## src/rtl/csync_rx_pkg.sv

```systemverilog
package csync_rx_pkg;

  typedef enum logic [1:0] {
    DSEL_LO  = 2'd0,
    DSEL_MID = 2'd1,
    DSEL_HI  = 2'd2,
    DSEL_HI2 = 2'd3
  } div_sel_e;

  function automatic int max3(input int a, input int b, input int c);
    int m;
    m = (a > b) ? a : b;
    return (m > c) ? m : c;
  endfunction

endpackage

```

## src/rtl/csync_rx_clkgen.sv

```systemverilog
module csync_rx_clkgen
  import csync_rx_pkg::*;
#(
  parameter int DIV_A       = 1,
  parameter int DIV_B       = 8,
  parameter int DIV_C       = 32,
  parameter int SYNC_STAGES = 2
) (
  input  logic       clk,
  input  logic       rst_n,
  input  logic       run,
  input  logic       ext_sel,
  input  logic       clk_inv,
  input  logic [1:0] div_sel,
  input  logic       sclk_pin,
  input  logic       sdata_pin,
  output logic       samp,
  output logic       samp_bit,
  output logic       sclk_drv
);

  localparam int DMAX = max3(DIV_A, DIV_B, DIV_C);
  localparam int CW   = $clog2(DMAX + 1);

  logic [SYNC_STAGES-1:0] ck_sync, dt_sync;
  logic                   ck_prev;
  logic [CW-1:0]          cnt, cnt_nx;
  logic                   sck, sck_nx;
  logic [CW-1:0]          div_m1;
  logic                   tick;
  logic                   n_cur, n_prev;
  logic                   ext_rise, int_rise;

  // divider terminal count
  always_comb begin
    case (div_sel_e'(div_sel))
      DSEL_LO:  div_m1 = CW'(DIV_A - 1);
      DSEL_MID: div_m1 = CW'(DIV_B - 1);
      default:  div_m1 = CW'(DIV_C - 1);
    endcase
  end

  assign tick = (cnt == div_m1);

  // internal clock next state
  always_comb begin
    cnt_nx = cnt;
    sck_nx = sck;
    if (!run || ext_sel) begin
      cnt_nx = '0;
      sck_nx = 1'b1;
    end else if (tick) begin
      cnt_nx = '0;
      sck_nx = ~sck;
    end else begin
      cnt_nx = cnt + 1'b1;
    end
  end

  always_ff @(posedge clk or negedge rst_n) begin
    if (!rst_n) begin
      cnt <= '0;
      sck <= 1'b1;
    end else begin
      cnt <= cnt_nx;
      sck <= sck_nx;
    end
  end

  // pin synchronizers, raw pin levels; polarity applied after
  always_ff @(posedge clk or negedge rst_n) begin
    if (!rst_n) begin
      ck_sync <= '1;
      dt_sync <= '0;
      ck_prev <= 1'b1;
    end else begin
      ck_sync <= {ck_sync[SYNC_STAGES-2:0], sclk_pin};
      dt_sync <= {dt_sync[SYNC_STAGES-2:0], sdata_pin};
      ck_prev <= ck_sync[SYNC_STAGES-1];
    end
  end

  assign n_cur    = ck_sync[SYNC_STAGES-1] ^ clk_inv;
  assign n_prev   = ck_prev ^ clk_inv;
  assign ext_rise = run & ext_sel & n_cur & ~n_prev;
  assign int_rise = run & ~ext_sel & tick & ~sck;

  assign samp     = ext_rise | int_rise;
  assign samp_bit = ext_sel ? dt_sync[SYNC_STAGES-1] : sdata_pin;
  assign sclk_drv = sck ^ clk_inv;

endmodule

```

## src/rtl/csync_rx_shift.sv

```systemverilog
module csync_rx_shift #(
  parameter int W = 8
) (
  input  logic         clk,
  input  logic         rst_n,
  input  logic         clr,
  input  logic         samp,
  input  logic         samp_bit,
  input  logic         msb_first,
  output logic         cmpl,
  output logic [W-1:0] word
);

  localparam int CNTW = $clog2(W);

  logic [W-1:0]    sreg;
  logic [CNTW-1:0] bcnt, bcnt_nx;
  logic [W-1:0]    sreg_nx;

  // new bit enters at bit 0 side for msb-first, at the top for lsb-first
  assign word = msb_first ? {sreg[W-2:0], samp_bit} : {samp_bit, sreg[W-1:1]};
  assign cmpl = samp & (bcnt == CNTW'(W - 1));

  always_comb begin
    bcnt_nx = bcnt;
    sreg_nx = sreg;
    if (clr) begin
      bcnt_nx = '0;
    end else if (samp) begin
      sreg_nx = word;
      bcnt_nx = cmpl ? '0 : bcnt + 1'b1;
    end
  end

  always_ff @(posedge clk or negedge rst_n) begin
    if (!rst_n) begin
      bcnt <= '0;
      sreg <= '0;
    end else begin
      bcnt <= bcnt_nx;
      sreg <= sreg_nx;
    end
  end

endmodule

```

## src/rtl/csync_rx_ctrl.sv

```systemverilog
module csync_rx_ctrl #(
  parameter int W = 8
) (
  input  logic         clk,
  input  logic         rst_n,
  input  logic         rx_en,
  input  logic         tx_en,
  input  logic         tbuf_wr,
  input  logic         rbuf_rd,
  input  logic         irq_clr,
  input  logic         cont_en,
  input  logic         rts_en,
  input  logic         data_inv,
  input  logic         cmpl,
  input  logic [W-1:0] word,
  output logic         armed,
  output logic         rts_n,
  output logic         rts_oe,
  output logic [W-1:0] rbuf,
  output logic         done,
  output logic         irq,
  output logic         ovr
);

  logic         pend, pend_nx;
  logic         hold, hold_nx;
  logic         armed_nx, done_nx, irq_nx, ovr_nx;
  logic [W-1:0] rbuf_nx;
  logic         both_en, arm_req, rearm_req;

  assign both_en   = rx_en & tx_en;
  assign arm_req   = ~armed & (pend | tbuf_wr) & both_en;
  assign rearm_req = ~armed & hold & cont_en & rbuf_rd & both_en;

  always_comb begin
    pend_nx  = pend;
    hold_nx  = hold;
    armed_nx = armed;
    done_nx  = done;
    irq_nx   = irq;
    ovr_nx   = ovr;
    rbuf_nx  = rbuf;

    if (tbuf_wr && !armed) pend_nx = 1'b1;
    if (arm_req)           pend_nx = 1'b0;

    if (!both_en)                    armed_nx = 1'b0;
    else if (cmpl)                   armed_nx = 1'b0;
    else if (arm_req || rearm_req)   armed_nx = 1'b1;

    if (!cont_en || rbuf_rd) hold_nx = 1'b0;
    if (cmpl && cont_en)     hold_nx = 1'b1;

    if (cmpl) begin
      rbuf_nx = word ^ {W{data_inv}};
      done_nx = 1'b1;
      irq_nx  = 1'b1;
      if (done && !rbuf_rd) ovr_nx = 1'b1;
      else if (rbuf_rd)     ovr_nx = 1'b0;
    end else begin
      if (rbuf_rd) begin
        done_nx = 1'b0;
        ovr_nx  = 1'b0;
      end
      if (irq_clr) irq_nx = 1'b0;
    end
  end

  always_ff @(posedge clk or negedge rst_n) begin
    if (!rst_n) begin
      pend  <= 1'b0;
      hold  <= 1'b0;
      armed <= 1'b0;
      done  <= 1'b0;
      irq   <= 1'b0;
      ovr   <= 1'b0;
      rbuf  <= '0;
    end else begin
      pend  <= pend_nx;
      hold  <= hold_nx;
      armed <= armed_nx;
      done  <= done_nx;
      irq   <= irq_nx;
      ovr   <= ovr_nx;
      rbuf  <= rbuf_nx;
    end
  end

  assign rts_oe = rts_en;
  assign rts_n  = rts_en ? ~armed : 1'b1;

endmodule

```

## src/rtl/csync_rx.sv

```systemverilog
module csync_rx
  import csync_rx_pkg::*;
#(
  parameter int DATA_W      = 8,
  parameter int DIV_A       = 1,
  parameter int DIV_B       = 8,
  parameter int DIV_C       = 32,
  parameter int SYNC_STAGES = 2
) (
  input  logic              clk,
  input  logic              rst_n,
  input  logic              cfg_ext_clk,
  input  logic [1:0]        cfg_div_sel,
  input  logic              cfg_clk_inv,
  input  logic              cfg_msb_first,
  input  logic              cfg_data_inv,
  input  logic              cfg_cont_en,
  input  logic              cfg_rts_en,
  input  logic              rx_en,
  input  logic              tx_en,
  input  logic              tbuf_wr,
  input  logic              rbuf_rd,
  input  logic              irq_clr,
  input  logic              sclk_in,
  input  logic              sdata_in,
  output logic              sclk_out,
  output logic              sclk_oe,
  output logic              rts_n,
  output logic              rts_oe,
  output logic [DATA_W-1:0] rbuf_data,
  output logic              rx_done,
  output logic              rx_irq,
  output logic              rx_overrun
);

  logic              armed;
  logic              samp, samp_bit;
  logic              cmpl;
  logic [DATA_W-1:0] word;

  csync_rx_clkgen #(
    .DIV_A(DIV_A), .DIV_B(DIV_B), .DIV_C(DIV_C), .SYNC_STAGES(SYNC_STAGES)
  ) u_clkgen (
    .clk      (clk),
    .rst_n    (rst_n),
    .run      (armed),
    .ext_sel  (cfg_ext_clk),
    .clk_inv  (cfg_clk_inv),
    .div_sel  (cfg_div_sel),
    .sclk_pin (sclk_in),
    .sdata_pin(sdata_in),
    .samp     (samp),
    .samp_bit (samp_bit),
    .sclk_drv (sclk_out)
  );

  csync_rx_shift #(.W(DATA_W)) u_shift (
    .clk      (clk),
    .rst_n    (rst_n),
    .clr      (~armed),
    .samp     (samp),
    .samp_bit (samp_bit),
    .msb_first(cfg_msb_first),
    .cmpl     (cmpl),
    .word     (word)
  );

  csync_rx_ctrl #(.W(DATA_W)) u_ctrl (
    .clk     (clk),
    .rst_n   (rst_n),
    .rx_en   (rx_en),
    .tx_en   (tx_en),
    .tbuf_wr (tbuf_wr),
    .rbuf_rd (rbuf_rd),
    .irq_clr (irq_clr),
    .cont_en (cfg_cont_en),
    .rts_en  (cfg_rts_en),
    .data_inv(cfg_data_inv),
    .cmpl    (cmpl),
    .word    (word),
    .armed   (armed),
    .rts_n   (rts_n),
    .rts_oe  (rts_oe),
    .rbuf    (rbuf_data),
    .done    (rx_done),
    .irq     (rx_irq),
    .ovr     (rx_overrun)
  );

  assign sclk_oe = ~cfg_ext_clk;

endmodule

```

## config.mk

```make
export PLATFORM = sky130hd
export DESIGN_NAME = csync_rx
export DESIGN_NICKNAME = d
export VERILOG_FILES = /design/src/rtl/csync_rx_pkg.sv /design/src/rtl/csync_rx_clkgen.sv /design/src/rtl/csync_rx_shift.sv /design/src/rtl/csync_rx_ctrl.sv /design/src/rtl/csync_rx.sv
export SDC_FILE = /design/constraint.sdc
export NUM_CORES = 1
export LEC_CHECK = 0
export ABC_AREA = 1
export BUFFER_PORTS_ARGS = -buffer_cell sky130_fd_sc_hd__clkbuf_2
export CORE_UTILIZATION = 45
export DETAILED_ROUTE_END_ITERATION = 6
export PLACE_DENSITY_LB_ADDON = 0.3
export SYNTH_ARGS = -nofsm -noshare
export SYNTH_HDL_FRONTEND = slang
export SYNTH_SLANG_ARGS = --single-unit
```

## constraint.sdc

```tcl
create_clock -name clk -period 3 [get_ports clk]
set_input_delay 0.45 -clock clk [delete_from_list [all_inputs] [get_ports clk]]
set_output_delay 0.45 -clock clk [all_outputs]
set_load 0.05 [all_outputs]
```

==> reports/qor.csv, run 1 <==
metric;value;unit
status;finished, final reports clean;
crit path buf inv count;0;
die width;65.1;µm
Worst Hold Class;input pin to register;
VDD IR max;0.371;mV
Skew-Pair Late Insertion Delay;290;ps
r2r startpoint;u_clkgen.ck_sync[1];
Finished Layout Cells;291;
grt ovf;0;
Final Hold Violating Endpoints;0;
most numerous cell on the critical path;nand2_1;
CP max FO;30;
Yosys top cell by area;dfrtp_1;
clk_skew;7.52;ps
DRC;0;
vias in the first global route;1192;
Setup crit end kind;register;
core area;3740;µm²
number of diodes;0;
Post-CTS Setup Inserts;0;
unrepaired setup endpoints after global routing;no;
Die ar.;4240;µm²
CTS tree;done;
num rows;22;
ordered list of cells on the worst path;xor2_1 -> nand4_1 -> nand2_2 -> nand2_4 -> nand2_1 -> nand2_1;
max-cap violation count;0;
hold buffer count at CTS;0;
Pins Over Slew Limit;0;
htree depth;2;
reg-to-reg critical path endpoint;u_ctrl.rbuf[4];
commonest cells after routing, fill and taps aside;nand2_1 (66), dfrtp_1 (33), clkbuf_2 (31);
overall global routing resource usage;16.3;%
power share of the combinational group;14.0;%
Initial Util;47.9;%
Detailed Route WL;2950;µm
CTS Sinks;37;
Synth Cell Area;1790;µm²
setup TNS;0;ps
CP peak stage delay;550;ps
DP Cell Count;283;
Util after Layout;55.4;%
HPWL after DPL;2110;µm
fin area;2070;µm²
num ports;32;
syn_nets;232;
Int Pwr;0.851;mW
worst-case clock buffer depth;2;
CTS resizes;0;
Seq cells post-synth;37;
Worst-path clk slew;80;ps
commonest non-fill, non-tap cell in the layout;nand2_1;
Gate Count Post-Synth;212;
hold depth;1;
critical path launch point type;register;
first-pass GRT wire length;5280;µm
Slew HR;40.8;%
CP max-delay cell;dfstp_2;
post-synthesis area per instance;8.46;µm²
initial drt markers;93;
Area Overhead vs Synth;15.6;%
port bufs;31;
routed vias;1351;
Sequential Power Share;49.0;%
CTS Buf Count;5;
Vias/cell;4.64;
fin nets;262;
switching pwr;0.308;mW
Die Ht;65.1;µm
initial antenna violation count;0;
ANT nets after route;0;
layout cell share with drive strength beyond 1;21.0;%
clock power share;36.9;%
RePlAce Congestion;0.785;
Tightest Pin Transition;889;ps
Sw Ratio;26.6;%
Syn. warnings;0;
Final min period;1770;ps
Synth top area share;46.0;%
Fmax;564;MHz
Root Buffer;clkbuf_8;
setup slack, reg-to-reg;1230;ps
Tcrit/Tclk final;59.1;%
critical path required time;3190;ps
Final setup viols;0;
hold path startpoint;sclk_in;
Power Dens Cells;559;nW/µm²
wire per inst;10.1;µm
LEAKAGE;1.11;nW
Worst Hold End;u_clkgen.ck_sync[0];
R2R depth;6;
sequential-to-total area share from yosys stat;51.9;%
Worst Path Arrival;1960;ps
Placed Area;1960;µm²
Worst Setup Path Type;register to register;
Worst path top cell family by delay;simple AND/OR/NAND/NOR gates;
synth unique cells;27;
Pwr Total;1.16;mW
largest net degree at the start of global routing;38;
Detailed Routing Iterations Pass 1;4;
ranking of synthesized cells by area;dfrtp_1 (46%), nand2_1 (14%), dfstp_2 (5.9%);
-- registers in the layout, indices dropped and copies added, names as in the netlist --
register and cells:
u_clkgen.sck 1, u_ctrl.hold 1, u_shift.bcnt 3, u_clkgen.dt_sync 2, u_clkgen.ck_sync 2, u_ctrl.done 1
u_shift.sreg 8, u_clkgen.cnt 6, u_clkgen.ck_prev 1, u_ctrl.armed 1, u_ctrl.ovr 1, u_ctrl.pend 1
u_ctrl.rbuf 8, u_ctrl.irq 1
-- worst max path at each step --
stage | start | endpoint | slack (ps) | depth (start not counted)
floorplan | u_clkgen.sck | sclk_out | 1250 | 1
finish | u_clkgen.ck_sync[1] | u_ctrl.rbuf[4] | 1230 | 6
CTS | u_clkgen.ck_sync[1] | u_ctrl.rbuf[4] | 1220 | 6
global route | u_clkgen.ck_sync[1] | u_ctrl.rbuf[3] | 1000 | 6
global placement | cfg_div_sel[1] | u_ctrl.rbuf[4] | 1140 | 11
detailed placement | cfg_div_sel[1] | u_ctrl.rbuf[4] | 1120 | 11
-- power groups by stage --
stage / sequential [mW] / clock [mW] / combinational, mW
2_1_floorplan: 0.572 / 0 / 0.122
3_3_place_gp: 0.577 / 0 / 0.163
3_5_place_dp: 0.578 / 0 / 0.165
4_1_cts: 0.568 / 0.450 / 0.166
5_1_grt: 0.573 / 0.462 / 0.193
6_report: 0.569 / 0.428 / 0.163
-- cell usage after synthesis --
| master | instances |
|---|---|
| nand3b_1 | 1 |
| nor3b_1 | 2 |
| a21oi_1 | 2 |
| a31o_2 | 1 |
| buf_2 | 2 |
| xnor2_1 | 1 |
| buf_6 | 1 |
| ha_1 | 3 |
| buf_4 | 3 |
| buf_1 | 1 |
| inv_1 | 22 |
| nand4_1 | 4 |
| nand3_1 | 14 |
| dfstp_2 | 4 |
| nor2_1 | 15 |
| nand2_4 | 1 |
| o22ai_1 | 1 |
| nand2_2 | 1 |
| nand2_1 | 66 |
| a21oi_2 | 2 |
| nor2_2 | 1 |
| clkbuf_1 | 1 |
| o21ai_0 | 17 |
| nand3_2 | 1 |
| inv_2 | 1 |
| dfrtp_1 | 33 |
| xor2_1 | 11 |
-- area by class of cell --
class                           count  area, µm²
Tap cell                           48       60.1
Inverter                           23       86.3
Fill cell                         350       1670
Clock inverter                      3       46.3
Clock buffer                        5       68.8
Sequential cell                    37        931
Timing Repair Buffer               31        155
Multi-Input combinational cell    144        726
-- cells by family (layout without fill, tap and decap cells) --
group / count (synthesis) / count (layout) / share of synthesized area, %
fa+ha+maj: 3 / 3 / 2.09
buf+inv: 31 / 62 / 7.67
xor+xnor: 12 / 12 / 5.86
simple gates: 106 / 106 / 25.4
compound gates: 23 / 23 / 7.11
flops: 37 / 37 / 51.9
-- per-layer routing --
layer  vias up  track usage, %  wire length (µm)
met3         4            5.56               159
met2        31            22.3              1190
met5         -               0                 0
li1        724               -                 -
met4         0            4.89                34
met1       592            24.1              1570
-- metrics by stage --
| stage | hold WS [ps] | worst slack, ps |
|---|---|---|
| 2_1_floorplan | 154 | 1250 |
| 3_3_place_gp | 335 | 1140 |
| 3_5_place_dp | 338 | 1120 |
| 4_1_cts | 226 | 1220 |
| 5_1_grt | 229 | 1000 |
| 6_report | 241 | 1230 |
No activity file was read; power rests on OpenSTA's default activity.
==> run 2, diff against run 1 <==
--- a/config.mk
+++ b/config.mk
@@ -5,7 +5,7 @@
 export SDC_FILE = /design/constraint.sdc
 export NUM_CORES = 1
 export LEC_CHECK = 0
-export ABC_AREA = 1
+export ABC_AREA = 0
 export BUFFER_PORTS_ARGS = -buffer_cell sky130_fd_sc_hd__clkbuf_2
 export CORE_UTILIZATION = 45
 export DETAILED_ROUTE_END_ITERATION = 6
==> constraint.sdc (replaced) <==
create_clock -name clk -period 1.8 [get_ports clk]
set_input_delay 0.27 -clock clk [delete_from_list [all_inputs] [get_ports clk]]
set_output_delay 0.27 -clock clk [all_outputs]
set_load 0.05 [all_outputs]
==> run 2 against run 1 <==
  * The flow now finishes with violations (setup timing)
  * Setup slack got worse by 1200 ps
  * First-iteration DRC count increased by 5.4%
  * Area after synthesis up 3.4%
  * Count of clock-buffer cells in the layout grew 1
  * Clock power up 37%
  * Sequential cell count unchanged
  * Critical path depth decreased by 1
  * Via count down 9.6%
  * Global-route usage is 1.5 points higher
  * Critical path type unchanged
  * Highest routed layer unchanged
==> reports/qor.csv, run 2 <==
metric;value;unit
status;complete, but fails checks;
Area Overhead vs Synth;19.4;%
clk_skew;8.71;ps
setup slack, reg-to-reg;-20;ps
vias in the first global route;1266;
HPWL after DPL;2350;µm
Die Ht;66.2;µm
overall global routing resource usage;17.8;%
Detailed Routing Iterations Pass 1;4;
commonest cells in the synthesized netlist;dfrtp_1 (33), mux2_2 (14), mux2_4 (11);
Power Dens Cells;741;nW/µm²
Syn. warnings;0;
r2r startpoint;u_clkgen.ck_sync[1];
worst-case clock buffer depth;2;
Die ar.;4380;µm²
Regs by FF count;u_ctrl.rbuf: 8 flops, u_shift.sreg: 8 flops, u_clkgen.cnt: 6 flops;
post-synthesis area per instance;12.3;µm²
Root Buffer;clkbuf_8;
critical path required time;1980;ps
syn_nets;171;
commonest cells after routing, fill and taps aside;clkbuf_2 (31), dfrtp_1 (31), mux2_2 (14);
Async SR Flop Fraction;100;%
layout cell share with drive strength beyond 1;45.5;%
max-cap violation count;0;
Setup crit end;u_ctrl.rbuf[6];
Min Hold Slack;2.05;ps
wire per inst;13.7;µm
routed vias;1221;
Initial Util;48.8;%
most common cell in the netlist;dfrtp_1;
number of diodes;0;
initial drt markers;98;
Fmax;549;MHz
Skew-Pair Late Insertion Delay;290;ps
largest net degree at the start of global routing;38;
Seq cells post-synth;37;
CTS tree;done;
core area;3800;µm²
Worst Path Arrival;2000;ps
Final Hold Violating Endpoints;0;
Util after Layout;58.3;%
reg-to-reg critical path endpoint;u_ctrl.rbuf[6];
DRC;0;
Detailed Route WL;3270;µm
htree depth;2;
initial antenna violation count;0;
die width;66.2;µm
Final setup viols;4;
sequential-to-total area share from yosys stat;50.2;%
PnR worst setup slack;-21.0;ps
Worst Hold Class;input pin to async pin;
Vias/cell;5.11;
R2R depth;5;
Final min period;1820;ps
critical path launch point type;register;
ys flop type;dfrtp_1;
LEAKAGE;1.11;nW
Synth top area share;44.5;%
num rows;22;
synth unique cells;37;
ANT nets after route;0;
VDD IR max;0.469;mV
num ports;32;
CTS Buf Count;5;
Yosys top cell by area;dfrtp_1;
CTS Sinks;37;
Worst Setup Path Type;register to register;
grt ovf;0;
Pins Over Slew Limit;0;
CP max FO;9;
RePlAce Congestion;0.783;
failing checks;setup timing;
Crit. Startpoint;u_clkgen.ck_sync[1];
Slew HR;69.7;%
port bufs;31;
Tightest Pin Transition;454;ps
Synth Cell Area;1860;µm²
Worst-path clk slew;70;ps
Setup crit end kind;register;
ranking of synthesized cells by area;dfrtp_1 (45%), mux2_4 (8.9%), mux2_2 (8.5%);
Tcrit/Tclk final;101;%
first-pass GRT wire length;5700;µm
unrepaired setup endpoints after global routing;yes;
Pwr Total;1.64;mW
fin nets;211;
setup TNS;-70.1;ps
Gate Count Post-Synth;151;
Post-synth EDFFs;0;
-- run 2: kinds of logic after synthesis --
group,count (synthesis),synth area share (%)
compound gates,17,7.89
xor+xnor,13,6.14
fa+ha+maj,3,2.02
buf+inv,15,4.11
flops,37,50.2
mux,30,20.1
simple gates,36,9.58
-- run 2: metrics by stage --
step,setup slack (ps),area (µm²),std cells
3_5_place_dp,-50.5,2100,231
3_3_place_gp,-16.4,2100,231
4_1_cts,-22.1,2200,239
6_report,-21.0,2220,239
2_1_floorplan,38.8,1860,151
5_1_grt,-61.2,2220,239
-- run 2: final cells by class --
class | count | area, µm²
Fill cell | 341 | 1580
Sequential cell | 37 | 933
Multi-Input combinational cell | 99 | 863
Timing Repair Buffer | 40 | 239
Clock buffer | 6 | 82.6
Tap cell | 48 | 60.1
Inverter | 8 | 30.0
Clock inverter | 1 | 7.51
-- run 2: what timing repair did --
item / in CTS / in global routing
setup endpoints to repair: 15 / 18
hold buffers: 0 / 0
pin swaps: 1 / 1
setup buffers: 1 / 0
gates resized for setup: 4 / 4
-- run 2: worst min path at each step --
stage / from / endpoint / slack (ps)
after detailed placement: rst_n / u_shift.bcnt[2] / 340
after global routing: sclk_in / u_clkgen.ck_sync[0] / 50
after global placement: rst_n / u_shift.bcnt[2] / 340
after floorplan: rst_n / u_clkgen.cnt[0] / -30
after CTS: rst_n / u_shift.bcnt[2] / 20
final: rst_n / u_shift.bcnt[2] / 2
-- run 2: metal layers --
| metal | vias to the layer above | share of wire (%) | global-route usage [%] |
|---|---|---|---|
| li1 | 604 | - | - |
| met2 | 23 | 49 | 28.7 |
| met1 | 589 | 45 | 22.1 |
| met5 | - | 0 | 0 |
| met3 | 5 | 3.9 | 4.14 |
| met4 | 0 | 1.7 | 8.78 |
-- run 2: where the power goes --
group	internal [mW]	leakage, nW	total (mW)	switching, mW
sequential	0.860	0.484	0.877	0.0166
combinational	0.0819	0.585	0.178	0.0958
clock	0.302	0.0433	0.587	0.285
-- run 2: worst max-delay path: stages, from the launching register on --
cell and delay (ps):
dfstp_2 540, or3b_4 380, a211oi_2 230, a41oi_2 80, buf_12 190, mux2_4 290
==> run 3, diff against run 2 <==
--- a/config.mk
+++ b/config.mk
@@ -12,4 +12,5 @@
 export PLACE_DENSITY_LB_ADDON = 0.3
 export SYNTH_ARGS = -nofsm -noshare
 export SYNTH_HDL_FRONTEND = slang
+export SYNTH_HIERARCHICAL = 1
 export SYNTH_SLANG_ARGS = --single-unit
==> run 3 against run 2 <==
  * Critical endpoint is now u_shift/sreg[5]
  * The flow still finishes with violations (setup timing)
  * Synthesized cell count shrank 3.3%
  * Die area shrank 5.0%
  * Count of clock-buffer cells in the layout grew 1
==> reports/qor.csv, run 3 <==
metric;value;unit
most common cell in the netlist;dfrtp_1;
ANT nets after route;0;
hold buffer count at CTS;0;
fin nets;217;
overall global routing resource usage;19.3;%
Power Dens Cells;745;nW/µm²
Die Ht;64.5;µm
LEAKAGE;1.13;nW
r2r startpoint;u_clkgen/cnt[4];
HPWL after DPL;2310;µm
sequential-to-total area share from yosys stat;52.9;%
layout cell share with drive strength beyond 1;49.5;%
unrepaired setup endpoints after global routing;yes;
Regs by FF count;u_ctrl/rbuf: 8 flops, u_shift/sreg: 8 flops, u_clkgen/cnt: 6 flops;
Async SR Flop Fraction;100;%
htree depth;2;
critical path launch point type;register;
vias in the first global route;1296;
Final min period;2080;ps
num ports;32;
Worst Setup Path Type;register to register;
Synth Cell Area;1760;µm²
Initial Util;47.3;%
RePlAce Congestion;0.769;
R2R depth;7;
WP depth;7;
Detailed Route WL;3600;µm
CP max FO;8;
Yosys top cell by area;dfrtp_1;
worst-case clock buffer depth;2;
grt ovf;0;
Worst path top cell family by delay;simple AND/OR/NAND/NOR gates;
wire per inst;14.6;µm
Syn. warnings;6;
VDD IR max;0.487;mV
Fmax;481;MHz
Seq cells post-synth;37;
post-synthesis area per instance;12.0;µm²
Worst-path clk slew;80;ps
commonest non-fill, non-tap cell in the layout;dfrtp_1;
Root Buffer;clkbuf_8;
commonest cells in the synthesized netlist;dfrtp_1 (33), nor2_1 (18), mux2_4 (16);
ranking of synthesized cells by area;dfrtp_1 (47%), mux2_4 (14%), dfstp_2 (6.0%);
ys flop type;dfrtp_1;
synth unique cells;33;
CTS Sinks;37;
Worst Path Arrival;2240;ps
CP peak stage delay;380;ps
status;complete, but fails checks;
CTS tree;done;
Area Overhead vs Synth;33.6;%
Tightest Pin Transition;458;ps
core area;3720;µm²
Final setup viols;24;
syn_nets;166;
failing checks;setup timing;
Skew-Pair Late Insertion Delay;290;ps
setup TNS;-5070;ps
crit path buf inv count;1;
routed vias;1233;
critical path required time;1960;ps
Pwr Total;1.75;mW
first-pass GRT wire length;5930;µm
port bufs;31;
Detailed Routing Iterations Pass 1;4;
Worst Hold Class;input pin to async pin;
Slew HR;69.5;%
Post-synth EDFFs;0;
Tcrit/Tclk final;116;%
Crit. Startpoint;u_clkgen/cnt[4];
DRC;0;
number of diodes;0;
Setup crit end kind;register;
clk_skew;14.4;ps
Pins Over Slew Limit;0;
CTS Buf Count;5;
max-cap violation count;0;
Gate Count Post-Synth;146;
ordered list of cells on the worst path;or3_1 -> a21o_1 -> nor4b_2 -> a31o_1 -> and2b_1 -> buf_12 -> mux2_4;
die width;64.5;µm
CP max-delay cell;dfrtp_1;
Die ar.;4160;µm²
num rows;22;
commonest cells after routing, fill and taps aside;dfrtp_1 (33), clkbuf_2 (31), nor2_1 (16), mux2_4 (16), buf_4 (13);
initial drt markers;28;
Final Hold Violating Endpoints;0;
largest net degree at the start of global routing;38;
Vias/cell;5.01;
PnR worst setup slack;-279;ps
Min Hold Slack;15.5;ps
initial antenna violation count;0;
Synth top area share;46.9;%
[run 3: cell types whose count changed after synthesis, sizes merged, moves of 3 or more]
cell and change:
a21oi +8, inv -3, mux2 -8, mux2i -3, nand2 -6, nor2 +9, nor2b +3, xnor2 +7
xor2 -7
[run 3: stage by stage]
| stage | instances | setup slack [ps] | cell area, µm² | util, % |
|---|---|---|---|---|
| final | 246 | -279 | 2350 | 63.2 |
| after global routing | 246 | -395 | 2350 | 63.2 |
| after CTS | 245 | -248 | 2340 | 63.0 |
| after detailed placement | 232 | -239 | 2050 | 55.2 |
| after global placement | 232 | -201 | 2050 | 55.2 |
| after floorplan | 146 | -256 | 1770 | - |
[run 3: timing repair]
item,CTS,global route
pin swaps,2,1
endpoints found under the setup margin,22,24
resized for setup,21,1
cloned,2,0
hold endpoints to repair,0,0
buffers inserted,4,1
[run 3: layout make-up]
cell class	count	area (µm²)
clock inverter	1	30.0
timing repair buffer	50	379
sequential	37	931
multi-input combinational	98	845
clock buffer	7	86.3
inverter	5	18.8
tap	48	60.1
fill	282	1370
[run 3: cells by family after synthesis]
kind of cell,Yosys count,share of synthesized area (%)
AOI/OAI and AO/OA,21,7.33
xor gates and xnor gates,13,6.47
adders and majority gates,3,2.13
buffers and inverters,11,3.98
DFF,37,52.9
muxes,19,15.4
and+or+nand+nor,42,11.7
[run 3: path summary, 6_finish.rpt]
check                           slack (ps)                  end
worst max-delay path                  -280      u_shift/sreg[5]
worst min-delay path                    20      u_shift/sreg[6]
worst max register to register        -280      u_shift/sreg[5]
worst min register to register         370  u_clkgen/ck_sync[1]
max in group asynchronous             1440  u_clkgen/ck_sync[1]
min in group clk                        60  u_clkgen/ck_sync[0]
[run 3: layer usage]
layer,GRT usage [%],vias to the layer above,share of wire [%]
li1,-,593,-
met1,22.2,607,44
met2,32.8,26,51
met3,5.99,7,3.5
met4,8.33,0,2.1
met5,0,-,0
[run 3: where the power goes]
part / internal (mW) / switching, mW
clock network: 0.452 / 0.290
registers: 0.849 / 0.00904
logic: 0.0649 / 0.0870
total: 1.37 / 0.386
